### config.mk
export PLATFORM = sky130hd
export DESIGN_NAME = tri_port_latch_mux
export DESIGN_NICKNAME = d
export VERILOG_FILES = /design/src/rtl/tri_port_latch_pkg.sv /design/src/rtl/latch_cell.sv /design/src/rtl/port_gate.sv /design/src/rtl/bank_to_a_path.sv /design/src/rtl/a_to_bank_path.sv /design/src/rtl/tri_port_latch_mux.sv
export SDC_FILE = /design/constraint.sdc
export NUM_CORES = 1
export LEC_CHECK = 0
export ABC_AREA = 1
export BUFFER_PORTS_ARGS = -buffer_cell sky130_fd_sc_hd__clkbuf_2
export CAP_MARGIN = 20
export CORE_MARGIN = 10
export CORE_UTILIZATION = 39
export DETAILED_ROUTE_END_ITERATION = 10
export PLACE_DENSITY_LB_ADDON = 0.1
export SYNTH_ARGS = -nofsm -noshare
export SYNTH_HDL_FRONTEND = slang
export SYNTH_SLANG_ARGS = --single-unit
### constraint.sdc
create_clock -name clk -period 0.9 [get_ports clk]
set_input_delay 0.135 -clock clk [delete_from_list [all_inputs] [get_ports clk]]
set_output_delay 0.135 -clock clk [all_outputs]
set_load 0.01 [all_outputs]
### src/rtl/tri_port_latch_pkg.sv
package tri_port_latch_pkg;

    localparam int unsigned LATCH_W_DFLT = 12;
    localparam int unsigned NUM_BANKS    = 2;

    typedef enum logic [0:0] {
        BANK_1 = 1'b0,
        BANK_2 = 1'b1
    } bank_e;

    // Control bundle steering the datapath.
    typedef struct packed {
        logic                 sel_bank1;
        logic [NUM_BANKS-1:0] le_to_a;
        logic [NUM_BANKS-1:0] le_to_bank;
        logic                 a_dis;
        logic [NUM_BANKS-1:0] bank_dis;
    } ctrl_t;

    function automatic bank_e pick_bank(input logic sel_bank1);
        return sel_bank1 ? BANK_1 : BANK_2;
    endfunction

endpackage

### src/rtl/latch_cell.sv
module latch_cell #(
    parameter int unsigned W = 12
) (
    input  logic         clk,
    input  logic         rst,
    input  logic         le,
    input  logic [W-1:0] d,
    output logic [W-1:0] q
);
    logic [W-1:0] held_q;

    always_ff @(posedge clk) begin
        if (rst) begin
            held_q <= '0;
        end else if (le) begin
            held_q <= d;
        end
    end

    // Transparent while open, holding while closed.
    always_comb begin
        q = le ? d : held_q;
    end
endmodule

### src/rtl/port_gate.sv
module port_gate #(
    parameter int unsigned W = 12
) (
    input  logic         dis_n_low,
    input  logic [W-1:0] d,
    output logic [W-1:0] q,
    output logic         oe
);
    always_comb begin
        oe = ~dis_n_low;
        q  = dis_n_low ? '0 : d;
    end
endmodule

### src/rtl/bank_to_a_path.sv
module bank_to_a_path
    import tri_port_latch_pkg::*;
#(
    parameter int unsigned W = 12
) (
    input  logic                         clk,
    input  logic                         rst,
    input  logic [NUM_BANKS-1:0][W-1:0]  bank_d,
    input  logic [NUM_BANKS-1:0]         le,
    input  logic                         sel_bank1,
    output logic [W-1:0]                 merged
);
    logic [NUM_BANKS-1:0][W-1:0] lat_q;

    for (genvar g = 0; g < NUM_BANKS; g++) begin : g_lat
        latch_cell #(.W(W)) cell_i (
            .clk (clk),
            .rst (rst),
            .le  (le[g]),
            .d   (bank_d[g]),
            .q   (lat_q[g])
        );
    end

    always_comb begin
        merged = lat_q[pick_bank(sel_bank1)];
    end
endmodule

### src/rtl/a_to_bank_path.sv
module a_to_bank_path
    import tri_port_latch_pkg::*;
#(
    parameter int unsigned W = 12
) (
    input  logic                         clk,
    input  logic                         rst,
    input  logic [W-1:0]                 a_d,
    input  logic [NUM_BANKS-1:0]         le,
    output logic [NUM_BANKS-1:0][W-1:0]  bank_q
);
    for (genvar g = 0; g < NUM_BANKS; g++) begin : g_lat
        latch_cell #(.W(W)) cell_i (
            .clk (clk),
            .rst (rst),
            .le  (le[g]),
            .d   (a_d),
            .q   (bank_q[g])
        );
    end
endmodule

### src/rtl/tri_port_latch_mux.sv
module tri_port_latch_mux
    import tri_port_latch_pkg::*;
#(
    parameter int unsigned W = LATCH_W_DFLT
) (
    input  logic         clk,
    input  logic         rst,
    input  logic [W-1:0] a_in,
    output logic [W-1:0] a_out,
    output logic         a_oe,
    input  logic [W-1:0] b1_in,
    output logic [W-1:0] b1_out,
    output logic         b1_oe,
    input  logic [W-1:0] b2_in,
    output logic [W-1:0] b2_out,
    output logic         b2_oe,
    input  logic         sel_b1,
    input  logic         le_b1_to_a,
    input  logic         le_b2_to_a,
    input  logic         le_a_to_b1,
    input  logic         le_a_to_b2,
    input  logic         a_oe_n,
    input  logic         b1_oe_n,
    input  logic         b2_oe_n
);
    ctrl_t                       ctrl;
    logic [NUM_BANKS-1:0][W-1:0] bank_d;
    logic [NUM_BANKS-1:0][W-1:0] bank_q;
    logic [NUM_BANKS-1:0][W-1:0] bank_o;
    logic [NUM_BANKS-1:0]        bank_oe;
    logic [W-1:0]                merged;

    always_comb begin
        ctrl.sel_bank1  = sel_b1;
        ctrl.le_to_a    = {le_b2_to_a, le_b1_to_a};
        ctrl.le_to_bank = {le_a_to_b2, le_a_to_b1};
        ctrl.a_dis      = a_oe_n;
        ctrl.bank_dis   = {b2_oe_n, b1_oe_n};
        bank_d          = {b2_in, b1_in};
    end

    bank_to_a_path #(.W(W)) to_a_i (
        .clk       (clk),
        .rst       (rst),
        .bank_d    (bank_d),
        .le        (ctrl.le_to_a),
        .sel_bank1 (ctrl.sel_bank1),
        .merged    (merged)
    );

    a_to_bank_path #(.W(W)) to_bank_i (
        .clk    (clk),
        .rst    (rst),
        .a_d    (a_in),
        .le     (ctrl.le_to_bank),
        .bank_q (bank_q)
    );

    port_gate #(.W(W)) gate_a_i (
        .dis_n_low (ctrl.a_dis),
        .d         (merged),
        .q         (a_out),
        .oe        (a_oe)
    );

    for (genvar g = 0; g < NUM_BANKS; g++) begin : g_bank_gate
        port_gate #(.W(W)) gate_i (
            .dis_n_low (ctrl.bank_dis[g]),
            .d         (bank_q[g]),
            .q         (bank_o[g]),
            .oe        (bank_oe[g])
        );
    end

    always_comb begin
        b1_out = bank_o[0];
        b2_out = bank_o[1];
        b1_oe  = bank_oe[0];
        b2_oe  = bank_oe[1];
    end
endmodule

==> results.ini, run 1 <==
[synth]
synth-edff-count=0
synthAdderAreaFrac_pct=0
seq_area_frac_synth_pct=46.5
synth_compound_area_share_pct=11.6
syn_area_sq_um=2070
ys_warn_count=0
synthSimpleGateAreaFrac_pct=33.4
synth_top_family_by_area=simple AND/OR/NAND/NOR gates
synth_cells=312
async_flop_share_pct=0
synth_top_area_share_pct=46.5
synthTopCellsByCount=96 x nand2_1, 72 x nor2_1, 48 x dfxtp_1, 24 x a21oi_1, 24 x o21ai_0
synth_most_common_cell=nand2_1
synth_area_leaders=dfxtp_1 46%, nand2_1 17%, nor2_1 13%
ys_ff_latch=48
yosysTopAreaCell=dfxtp_1
muxShareOfSynthArea_pct=0
avgSynthCellArea_sq_um=6.63
synth_xor_area_share_pct=0
synth_cell_types=12
synth_nets=358
synth_flop_cell=dfxtp_1

[clock_tree]
cts_setup_buffers=0
root_buffer=clkbuf_8
hold_buffers=0
clock-sinks=48
clockBufferDepth=2
clkTransAtPathRegs_ns=0.08
clk_latency_ns=0.29
cts_tree=yes
htree_num_levels=2
cts_buffers=5

[critical_path]
crit_chain=nand2_1, nand3_2, nand2_1, nor2_1, buf_2
timing.rr.start=to_a_i.g_lat[1].cell_i.held_q[6]$_SDFF_PP0_
crit_type=reg2out
end_kind=output pin
r2r_slack_ns=0.17
cpLargestDelayFamily=flip-flops
crit_arrival_ns=1.08
crit_top_cell=nand2_1
critPathMaxFanout=2
cp-start-kind=flop
worst_path_max_delay_cell=dfxtp_2
max_stage_delay_ns=0.33
startpoint=to_a_i.g_lat[1].cell_i.held_q[4]$_SDFF_PP0_
cp.required_ns=0.76
path_buf_inv=1

[timing]
finalSetupTns_ns=-7.09
setup_viol=36
max_slew_margin_pct=77.3
clock_skew_ns=0
worst_pin_slew_ns=0.340
rsz0062_at_grt=true
finalHoldViolCount=0
fin_ws_ns=-0.315
slew_viol_final=0
fin_crit_sh_pct=135
hold_slack_ns=0.0974
fin_crit_ns=1.22
fmax_mhz=823

[grt]
grt_overflow=0
grt_pass1_wl_mm=9.93
antenna_found_initial=0
grt_max_degree=49
grt_usage_pct=13.8
grt_pass1_vias=2239

[final_layout]
num_antenna_cells=0
area.growth.synth_to_final_pct=46.6
drive_above_1_share_pct=44.5
layout.nets=466

[power]
p_leak_uw=0.00160
ir_drop_uv=967
powerDensity_nw_per_um2=1480

[floorplan]
die-area_sq_um=8620
start_util_pct=40.2
rows=26
die_y_microns=92.8
die_w_microns=92.8
pin_count=85
fp.coreArea_sq_um=5140

[route]
num_vias=2245
antenna_left=0
routedWlPerCell_microns=12.5
firstDrtPassIters=4
vias_per_cell=4.58
route.detailed.drc=0
first_iter_violations=120
wirelength_mm=6.14

[hold_path]
hold_path_class=in2reg
hp-start=b1_in[5]

[outcome]
outcome=complete, but fails checks
violations=setup timing

[place]
place.gp.congestion=0.749
io_buffer_count=84
detailed_place_hpwl_mm=4.44

[job]
maxCapViolCount=0

report_power, final:
part           internal [uW]  total, uW  switching [uW]
sequential              2260       2310            48.7
combinational            438        989             551
clock                    529       1200             672
total                   3230       4500            1270
worst reg2reg max path, stage by stage, from the launching register on:
cell	delay [ns]
dfxtp_2	0.32
nand2_1	0.07
buf_4	0.15
a21oi_1	0.12
per-stage QoR:
stage	util (%)	power, uW	area [sq um]	cells	setup slack (ns)
2_1_floorplan	-	2820	2070	312	0.101
3_3_place_gp	53.8	3230	2770	483	-0.183
3_5_place_dp	53.8	3240	2770	483	-0.192
4_1_cts	57.3	4510	2950	490	-0.330
5_1_grt	59.0	4760	3030	490	-0.379
6_report	59.0	4500	3030	490	-0.315
sequential cells by signal, summed over array words and instances, names as in the netlist:
register	flops
to_a_i.g_lat.cell_i.held_q	24
to_bank_i.g_lat.cell_i.held_q	24
per-layer routing:
layer / up-vias / track usage (%) / wire (microns)
met4: 0 / 3.08 / 53
met3: 6 / 5.73 / 490
met2: 66 / 24.2 / 2960
li1: 1184 / - / -
met1: 989 / 15.3 / 2630
met5: - / 0 / 0
worst paths after layout:
| check | endpoint | depth (start not counted) |
|---|---|---|
| hold / removal | to_a_i.g_lat[0].cell_i.held_q[5]$_SDFF_PP0_ | 3 |
| setup reg to reg | to_a_i.g_lat[1].cell_i.held_q[6]$_SDFF_PP0_ | 3 |
| setup / recovery | a_out[4] | 5 |
| hold reg to reg | to_a_i.g_lat[1].cell_i.held_q[2]$_SDFF_PP0_ | 2 |
layout by cell type (no fill, tap or decap), types with 7 or more instances in the layout:
cell       n
nand2_2    7
buf_4     32
nor2_1    66
nand3_2    8
clkbuf_2  59
a21oi_1   24
buf_2     23
nand2_1   89
o21ai_2   24
inv_1     16
dfxtp_1   33
dfxtp_2   15
cell families (layout without fill, tap and decap cells):
family,Yosys count,in the layout
AND/OR/NAND/NOR,180,180
flip-flops,48,48
AO/OA/AOI/OAI,48,48
buffers and inverters,36,144
repair_timing:
item | CTS | global route
setup endpoints to repair | 36 | 36
resized for setup | 54 | 55
pin swaps | 4 | 6
cell type report:
class,count,area [sq um]
flip-flops and latches,48,980
fillers,518,2110
repair buffers,119,726
clock buffers,6,72.6
inverters,18,67.6
clock inverters,1,5.00
well taps,70,87.6
multi-input cells,228,1090
No activity file was read; power rests on OpenSTA's default activity.
==> run 2, diff against run 1 <==
- ABC_AREA: 1 -> default
- CELL_PAD_IN_SITES_DETAIL_PLACEMENT: default -> 2
- CELL_PAD_IN_SITES_GLOBAL_PLACEMENT: default -> 2
- CORE_UTILIZATION: 39 -> 26
==> results.ini, run 2 <==
[synth]
async_flop_share_pct=0  ; unchanged
synth_nets=244  ; was 358
synth_cells=198  ; was 312
synth_flop_cell=dfxtp_1  ; unchanged
synth_top_area_share_pct=50.5  ; was 46.5%
ys_ff_latch=48  ; unchanged
synthTopCellsByCount=72 x nor2_1, 48 x dfxtp_1, 48 x mux2i_1, 12 x o22ai_1  ; was 96 x nand2_1, 72 x nor2_1, 48 x dfxtp_1, 24 x a21oi_1, 24 x o21ai_0
avgSynthCellArea_sq_um=9.61  ; was 6.63 sq um
synth_most_common_cell=nor2_1  ; was nand2_1
synth_cell_types=11  ; was 12
yosysTopAreaCell=dfxtp_1  ; unchanged
synth_area_leaders=dfxtp_1 51%, mux2i_1 25%, nor2_1 14%  ; was dfxtp_1 46%, nand2_1 17%, nor2_1 13%
seq_area_frac_synth_pct=50.5  ; was 46.5%
syn_area_sq_um=1900  ; was 2070 sq um
ys_warn_count=0  ; unchanged
synth-edff-count=0  ; unchanged

[timing]
fin_ws_ns=-0.314  ; was -0.315 ns
rsz0062_at_grt=true  ; unchanged
worst_pin_slew_ns=0.341  ; was 0.340 ns
finalHoldViolCount=0  ; unchanged
slew_viol_final=0  ; unchanged
fin_crit_sh_pct=135  ; about the same
max_slew_margin_pct=77.3  ; about the same
finalSetupTns_ns=-9.12  ; was -7.09 ns
fin_crit_ns=1.21  ; was 1.22 ns
fmax_mhz=824  ; was 823 MHz
setup_viol=37  ; was 36
clock_skew_ns=0  ; unchanged

[grt]
met3_usage_pct=5.12  ; was 5.73%
grt_overflow=0  ; unchanged
gr-usage-met1_pct=13.9  ; was 15.3%
grt_max_degree=25  ; was 49
grt_pass1_vias=2409  ; was 2239
antenna_found_initial=0  ; unchanged
grt_pass1_wl_mm=12.2  ; was 9.93 mm
gr-usage-met2_pct=25.2  ; was 24.2%
grt_usage_pct=13.4  ; was 13.8%
busiest_layer=met2  ; unchanged

[outcome]
outcome=complete, but fails checks  ; unchanged
violations=setup timing  ; unchanged

[final_layout]
layout.nets=390  ; was 466
post-route-util_pct=45.3  ; was 59.0%
reg_top3=to_a_i.g_lat.cell_i.held_q (24), to_bank_i.g_lat.cell_i.held_q (24)  ; unchanged
num_antenna_cells=0  ; unchanged
drive_above_1_share_pct=63.2  ; was 44.5%
final_cell_mix=75 x clkbuf_2, 64 x nor2_1, 58 x buf_4  ; was 89 x nand2_1, 66 x nor2_1, 59 x clkbuf_2
area.growth.synth_to_final_pct=70.9  ; was 46.6%
layout_commonest_cell=clkbuf_2  ; was nand2_1
instances_no_fill=444  ; was 490

[route]
antenna_left=0  ; unchanged
vias_per_cell=4.40  ; was 4.58
num_vias=1953  ; was 2245
wirelength_mm=7.42  ; was 6.14 mm
routedWlPerCell_microns=16.7  ; was 12.5 microns
route.detailed.drc=0  ; unchanged
first_iter_violations=13  ; was 120
firstDrtPassIters=3  ; was 4

[floorplan]
pin_count=85  ; unchanged
die_w_microns=106  ; was 92.8 microns
fp.coreArea_sq_um=7180  ; was 5140 sq um
start_util_pct=26.5  ; was 40.2%
die_y_microns=106  ; was 92.8 microns
rows=31  ; was 26
die-area_sq_um=11100  ; was 8620 sq um

[critical_path]
crit_arrival_ns=1.08  ; about the same
timing.rr.start=to_bank_i.g_lat[1].cell_i.held_q[10]$_SDFF_PP0_  ; was to_a_i.g_lat[1].cell_i.held_q[6]$_SDFF_PP0_
r2r_slack_ns=-0.05  ; was 0.17 ns
cp.required_ns=0.76  ; about the same
r2r_end=to_bank_i.g_lat[1].cell_i.held_q[10]$_SDFF_PP0_  ; was to_a_i.g_lat[1].cell_i.held_q[6]$_SDFF_PP0_
crit_type=reg2out  ; unchanged
critPathMaxFanout=2  ; unchanged
cp-start-kind=flop  ; unchanged
end_kind=output pin  ; unchanged
worstRegToRegCells=5  ; was 3

[place]
dp_worst_setup_slack_ns=-0.322  ; was -0.192 ns
io_buffer_count=84  ; unchanged
place.gp.congestion=0.679  ; was 0.749
detailed_place_hpwl_mm=5.00  ; was 4.44 mm
placed_cells=403  ; was 483

[clock_tree]
cts_buffers=5  ; unchanged
clockBufferDepth=2  ; unchanged
clkTransAtPathRegs_ns=0.09  ; was 0.08 ns
root_buffer=clkbuf_8  ; unchanged
clock-sinks=48  ; unchanged
htree_num_levels=2  ; unchanged
cts_tree=yes  ; unchanged
clk_latency_ns=0.30  ; was 0.29 ns

[hold_path]
worstHoldPathCells=3  ; unchanged
hold_path_class=in2reg  ; unchanged
hp-start=b1_in[6]  ; was b1_in[5]
hold-path-endpoint=to_a_i.g_lat[0].cell_i.held_q[6]$_SDFF_PP0_  ; was to_a_i.g_lat[0].cell_i.held_q[5]$_SDFF_PP0_

[power]
powerDensity_nw_per_um2=1570  ; was 1480 nW/um^2
p_leak_uw=0.00157  ; was 0.00160 uW
power_uw=5100  ; was 4500 uW
ir_drop_uv=554  ; was 967 uV

[job]
maxCapViolCount=0  ; unchanged

[run 2: critical path: stages, from the launching register on]
cell and delay, ns:
dfxtp_1 0.32, mux2i_2 0.20, o22ai_1 0.11, buf_2 0.15
[run 2: worst max path at each step]
stage                                                      startpoint       end  slack [ns]  cells past startpoint
after global routing      to_a_i.g_lat[1].cell_i.held_q[2]$_SDFF_PP0_  a_out[2]       -0.41                      3
after floorplan                                                sel_b1  a_out[0]       -0.03                      3
after global placement                                         a_oe_n  a_out[4]       -0.25                      4
after detailed placement                                       a_oe_n  a_out[1]       -0.32                      4
final                     to_a_i.g_lat[1].cell_i.held_q[2]$_SDFF_PP0_  a_out[2]       -0.31                      3
after CTS                 to_a_i.g_lat[0].cell_i.held_q[3]$_SDFF_PP0_  a_out[3]       -0.32                      3
[run 2: cell families (layout without fill, tap and decap cells)]
group / count (synthesis) / count (layout) / share of synthesized area [%]
AO/OA/AOI/OAI: 12 / 12 / 3.95
buffers and inverters: 16 / 163 / 5.33
multiplexers: 48 / 48 / 25.3
flip-flops: 48 / 48 / 50.5
AND/OR/NAND/NOR: 74 / 74 / 14.9
[run 2: where the power goes]
group	switching, uW	internal, uW
Combinational	551	679
Sequential	49.2	2260
Clock	737	826
Total	1340	3760
[run 2: layer usage]
metal	up-vias	wire, microns
met5	-	0
met4	0	63
met3	5	525
met2	52	3880
met1	946	2960
li1	950	-
[run 2: cell type report]
class                      instances  area, sq um
fill                             793         3930
timing repair buffer             152         1020
multi-input combinational        134         1000
sequential                        48          986
tap                               99          124
clock buffer                       6         72.6
clock inverter                     2         35.0
inverter                           3         11.3
[run 2: through the flow]
step           instance area [sq um]  hold slack, ns
2_1_floorplan                   1900           0.302
3_3_place_gp                    2690           0.398
3_5_place_dp                    2690           0.412
4_1_cts                         3170          0.0923
5_1_grt                         3250           0.114
6_report                        3250          0.0961
[run 2: repair_timing]
item,in CTS,in global routing
resized for setup,11,64
hold buffers,0,0
setup endpoints to repair,36,54
pin swaps,6,9
buffers inserted,45,15
